--- config.mk ---
export PLATFORM = sky130hd
export DESIGN_NAME = alu8_flags
export DESIGN_NICKNAME = d
export VERILOG_FILES = /design/src/rtl/alu8_flags.sv
export SDC_FILE = /design/constraint.sdc
export NUM_CORES = 1
export LEC_CHECK = 0
export BUFFER_PORTS_ARGS = -buffer_cell sky130_fd_sc_hd__buf_2
export CAP_MARGIN = 20
export CORE_MARGIN = 4
export CORE_UTILIZATION = 54
export CTS_CLUSTER_DIAMETER = 60
export CTS_CLUSTER_SIZE = 16
export DETAILED_ROUTE_END_ITERATION = 10
export PLACE_DENSITY = 0.9
export SKIP_CTS_REPAIR_TIMING = 1
export SLEW_MARGIN = 20
export SYNTH_ARGS = -nofsm -noshare
export SYNTH_HDL_FRONTEND = slang
export SYNTH_SLANG_ARGS = --single-unit
--- constraint.sdc ---
create_clock -name clk -period 5.3 [get_ports clk]
set_input_delay 1.06 -clock clk [delete_from_list [all_inputs] [get_ports clk]]
set_output_delay 1.06 -clock clk [all_outputs]
set_load 0.01 [all_outputs]
--- src/rtl/alu8_flags.sv ---
module alu8_flags #(
  parameter int DW = 8
) (
  input  logic          clk,
  input  logic          rst_n,
  input  logic          exec,
  input  logic [4:0]    op,
  input  logic [DW-1:0] opd_a,
  input  logic [DW-1:0] opd_b,
  input  logic [2:0]    bit_idx,
  output logic [DW-1:0] result,
  output logic [7:0]    flags_next,
  output logic [7:0]    flags
);
  localparam int MSB = DW - 1;
  localparam int HB  = DW / 2;
  localparam logic [DW-1:0] SMIN = {1'b1, {(DW-1){1'b0}}};
  localparam logic [DW-1:0] SMAX = ~SMIN;

  localparam int FC = 0, FZ = 1, FN = 2, FV = 3, FS = 4, FH = 5, FT = 6, FI = 7;

  localparam logic [4:0] OP_ADD = 5'd0,  OP_ADC = 5'd1,  OP_SUB = 5'd2,  OP_SBC = 5'd3;
  localparam logic [4:0] OP_CP  = 5'd4,  OP_CPC = 5'd5,  OP_AND = 5'd6,  OP_OR  = 5'd7;
  localparam logic [4:0] OP_XOR = 5'd8,  OP_COM = 5'd9,  OP_NEG = 5'd10, OP_INC = 5'd11;
  localparam logic [4:0] OP_DEC = 5'd12, OP_LSL = 5'd13, OP_LSR = 5'd14, OP_ROL = 5'd15;
  localparam logic [4:0] OP_ROR = 5'd16, OP_ASR = 5'd17, OP_SWP = 5'd18, OP_FSET = 5'd19;
  localparam logic [4:0] OP_FCLR = 5'd20, OP_BST = 5'd21, OP_BLD = 5'd22;

  logic [7:0] flg_q;
  logic       cin;
  assign cin = flg_q[FC];

  logic          add_c, sub_c, chain_op;
  logic [DW-1:0] sx, sy;
  logic [DW:0]   sum_w, diff_w;
  logic          add_h, sub_h, add_v, sub_v;

  assign chain_op = (op == OP_SBC) || (op == OP_CPC);
  assign add_c    = (op == OP_ADC) & cin;
  assign sub_c    = chain_op & cin;
  assign sx       = (op == OP_NEG) ? '0 : opd_a;
  assign sy       = (op == OP_NEG) ? opd_a : opd_b;

  assign sum_w  = {1'b0, opd_a} + {1'b0, opd_b} + {{DW{1'b0}}, add_c};
  assign diff_w = {1'b0, sx} - {1'b0, sy} - {{DW{1'b0}}, sub_c};

  assign add_h = opd_a[HB] ^ opd_b[HB] ^ sum_w[HB];
  assign sub_h = sx[HB] ^ sy[HB] ^ diff_w[HB];
  assign add_v = (opd_a[MSB] == opd_b[MSB]) & (sum_w[MSB] != opd_a[MSB]);
  assign sub_v = (sx[MSB] != sy[MSB]) & (diff_w[MSB] != sx[MSB]);

  logic [DW-1:0] res;
  logic c_n, z_n, n_n, v_n, s_n, h_n, t_n;
  logic upd, shv;
  logic [7:0] nxt;

  always_comb begin
    res = opd_a;
    c_n = flg_q[FC];
    h_n = flg_q[FH];
    v_n = flg_q[FV];
    t_n = flg_q[FT];
    upd = 1'b0;
    shv = 1'b0;
    case (op)
      OP_ADD, OP_ADC: begin
        res = sum_w[MSB:0]; c_n = sum_w[DW]; h_n = add_h; v_n = add_v; upd = 1'b1;
      end
      OP_SUB, OP_SBC, OP_CP, OP_CPC, OP_NEG: begin
        res = diff_w[MSB:0]; c_n = diff_w[DW]; h_n = sub_h; v_n = sub_v; upd = 1'b1;
      end
      OP_AND: begin res = opd_a & opd_b; v_n = 1'b0; upd = 1'b1; end
      OP_OR:  begin res = opd_a | opd_b; v_n = 1'b0; upd = 1'b1; end
      OP_XOR: begin res = opd_a ^ opd_b; v_n = 1'b0; upd = 1'b1; end
      OP_COM: begin res = ~opd_a; c_n = 1'b1; v_n = 1'b0; upd = 1'b1; end
      OP_INC: begin res = opd_a + DW'(1); v_n = (opd_a == SMAX); upd = 1'b1; end
      OP_DEC: begin res = opd_a - DW'(1); v_n = (opd_a == SMIN); upd = 1'b1; end
      OP_LSL: begin res = {opd_a[MSB-1:0], 1'b0}; c_n = opd_a[MSB]; upd = 1'b1; shv = 1'b1; end
      OP_ROL: begin res = {opd_a[MSB-1:0], cin};  c_n = opd_a[MSB]; upd = 1'b1; shv = 1'b1; end
      OP_LSR: begin res = {1'b0, opd_a[MSB:1]};   c_n = opd_a[0];   upd = 1'b1; shv = 1'b1; end
      OP_ROR: begin res = {cin, opd_a[MSB:1]};    c_n = opd_a[0];   upd = 1'b1; shv = 1'b1; end
      OP_ASR: begin res = {opd_a[MSB], opd_a[MSB:1]}; c_n = opd_a[0]; upd = 1'b1; shv = 1'b1; end
      OP_SWP: res = {opd_a[HB-1:0], opd_a[MSB:HB]};
      OP_BST: t_n = opd_a[bit_idx];
      OP_BLD: res[bit_idx] = flg_q[FT];
      default: ;
    endcase
    n_n = upd ? res[MSB] : flg_q[FN];
    if (shv) v_n = n_n ^ c_n;
    if (!upd)          z_n = flg_q[FZ];
    else if (chain_op) z_n = flg_q[FZ] & ~|res;
    else               z_n = ~|res;
    s_n = upd ? (n_n ^ v_n) : flg_q[FS];
    nxt = {flg_q[FI], t_n, h_n, s_n, v_n, n_n, z_n, c_n};
    if (op == OP_FSET) nxt[bit_idx] = 1'b1;
    if (op == OP_FCLR) nxt[bit_idx] = 1'b0;
  end

  always_ff @(posedge clk or negedge rst_n) begin
    if (!rst_n)    flg_q <= 8'h00;
    else if (exec) flg_q <= nxt;
  end

  assign result     = res;
  assign flags_next = nxt;
  assign flags      = flg_q;
endmodule

==> implementation parameters <==
Parameter                              Value

Min path
  Tightest Hold Check Type ... reg2reg

Power and ir drop
  Leakage power of the design ... ~0.0022 uW
  Power density cells ... 167.0 mW/mm^2
  Maximum resistive drop on vdd ... 0.3202 mV
  Post-route total power ... 777.2 uW

Clocking
  Count of clock tree sinks ... 8
  Count of H-tree levels built during CTS ... 1
  Clock Latency Late Sink ... 0.24 ns
  CTS buffer count ... 3
  Clock Path Buffers ... 2
  Clock tree from TritonCTS ... yes
  Root buffer selected by CTS ... clkbuf_8
  Worst-path clk slew ... 0.04 ns

Timing
  Share of the clock period used by the worst path ... 104.1%
  Skew final ... 0.008554 ns
  Setup repair after global routing missed its margin ... yes
  Number of hold-slack violations in the final timing report ... 0
  Time the worst path needs with I/O delays and setup ... 5.519 ns
  Worst slew slack as a fraction of its limit ... 42.36%
  Final setup vio count ... 3
  Slack of the critical path ... -0.2192 ns
  Final setup TNS ... -0.4663 ns
  Actual transition at the worst max-transition pin ... 0.8556 ns
  Timing-limited maximum frequency ... about 180 MHz
  Count of final max-slew check failures ... 0

Detailed routing
  Length of the first detailed-routing pass in iterations ... 5
  Via-per-instance ratio ... 6.925
  Total via count after detailed routing ... around 4700
  Mean routed wirelength per cell ... 21.85 um
  Number of DRC violations after detailed-routing iteration 0 ... approximately 620
  Antenna viol nets, final ... 0
  Final routed wirelength across all metal layers ... 14840 um
  DRC violation count after routing ... 0

Worst setup path
  Largest fanout on the critical path ... 6
  Critical path's most frequent cell ... buf_2
  WP data required ... 4.24 ns
  Gate family responsible for the most delay along the worst path ... compound AO/OA/AOI/OAI gates
  Element type at the critical path start ... input port
  Slowest stage cell, crit path ... or3_4
  Highest cell delay on the worst timing path ... ~0.41 ns
  WS Path Type ... in2out
  Worst Path Arrival ... 4.46 ns
  Worst Path Buf+Inv ... 6
  Cells traversed along the worst timing path ... buf_2, nor2b_2, nand2_4, clkbuf_16, buf_4, nand2_1, ha_1, inv_1, ha_2, or3_4, a211oi_4, a2bb2oi_2, xnor2_1, o2111ai_2, buf_6, a31oi_2, o21ai_2, a221oi_2, buf_2
  CP Capture Type ... output port

Synth
  Number of synthesized flops with an enable pin ... 0
  Fraction of synthesis flops using an asynchronous set or reset pin ... 100.0%
  Post-synth top area share ... 11.95%
  Most used DFF post-synth ... dfrtp_1
  Synthesized net count ... 567
  Synth top area cells ... ha_1 12%, dfrtp_1 5.6%, nand2_1 5.0%, a21oi_1 4.5%, o21ai_0 4.4%
  Post-synthesis register bit count ... 8
  Biggest area consumer among synthesized cells ... ha_1
  Post-synthesis sequential area ratio ... under 10%
  Yosys synthesis warning count ... 0
  Cell Area, Synth ... 0.003561 mm^2
  Count of unique library cells instantiated by Yosys ... 83
  Gate Count Post-Synth ... 501
  Avg Synthesized Cell Area ... 7.108 um^2

Floorplan
  Number of placed I/O pins ... 51
  Chip Height ... 89.21 um
  Initial cell density of the core ... 55.76%
  Number of standard-cell rows in the floorplan ... 29
  Die outline area ... 0.007958 mm^2
  Die width ... 89.21 um
  Core Area ... 0.006386 mm^2

Status
  Violated checks ... negative setup slack
  Outcome ... complete, but fails checks

Place
  GP Congestion ... 1.054
  Final HPWL DP ... 11120 um
  Port-buffer cells ... 50

GRT
  GR Util All Layers ... 35.35%
  Grt total ovfl ... 0
  First-pass GRT wire length ... 21550 um
  Via count of the first global-routing pass ... 4125
  Initial antenna violation count ... 0
  Pin count of the biggest net entering global routing ... 28

Finish
  Most frequent standard cell in the layout excluding fill and tap cells ... buf_4
  Flip-flop count of the largest register after layout ... 8
  Commonest non-fill, non-tap cells in the layout ... 76 x buf_4, 47 x buf_2, 45 x nand2_1, 38 x nor2_1, 37 x inv_1
  Fraction of final layout cells with drive strength greater than 1 ... 33.06%
  Synthesis-to-finish area growth ... 30.71%
  Net count reported at finish ... 670
  Antenna Diode Count ... 0

Flow run
  Max-cap check violation count ... 0
-- cell families (layout without fill, tap and decap cells) --
group	Yosys count	after routing	share of synthesized area, %
flops	8	8	5.622
fa+ha+maj	39	39	14.76
simple gates	184	184	28.36
xor+xnor	12	12	3.338
compound gates	163	163	31.94
buf+inv	74	175	9.487
mux	21	21	6.500
-- stage by stage --
stage	utilization, %	std cells	setup slack (ns)	area (um^2)	hold slack, ns
after CTS	68.24	668	-0.3800	4358	0.5361
after floorplan	-	501	-0.004833	3650	0.5712
after global placement	67.59	665	-0.3233	4317	0.5175
final	72.88	679	-0.2192	4654	0.5405
after global routing	72.88	679	-0.3704	4654	0.5571
after detailed placement	67.59	665	-0.3607	4317	0.5272
-- power by group --
part | switching, uW | internal [uW]
Clock | 29.0 | 49.7
Combinational | 318 | 271
Sequential | 29.7 | 79.3
Total | 377 | 400
-- metal layers --
metal	wire length, um	track usage [%]	share of wire, %	vias up
met4	912	13.40	6.1	0
li1	-	-	-	2075
met5	0	0	0	-
met2	6705	57.80	45	387
met3	1763	4.885	12	87
met1	5456	47.07	37	2153
-- final cells by class --
cell class                 instances  area, um^2
multi-input combinational        419        3218
clock buffer                       3       41.29
timing repair buffer             134       955.9
inverter                          38       142.6
tap                               77       96.34
fill                             497        1732
sequential                         8       200.2
-- worst paths after layout --
check	to	from	slack, ns	depth (start not counted)
min in group asynchronous	flags[0]	rst_n	0.66	1
worst max-delay path	flags_next[4]	op[1]	-0.22	19
max in group asynchronous	flags[4]	rst_n	4.46	1
worst max register to register	flags[1]	flags[0]	1.60	12
worst min register to register	flags[2]	flags[2]	0.54	1
worst min-delay path	flags[2]	flags[2]	0.54	1
-- cells in the mapped netlist, types with 10 or more instances --
cell       n
buf_2     12
nand3_1   13
nor2b_1   10
o21ai_0   31
ha_1      34
inv_1     38
nand2_1   47
a211oi_1  11
nor3_1    11
a31oi_1   10
mux2i_1   13
a21oi_1   32
clkbuf_1  16
nor2_1    40
No activity file was read; power rests on OpenSTA's default activity.
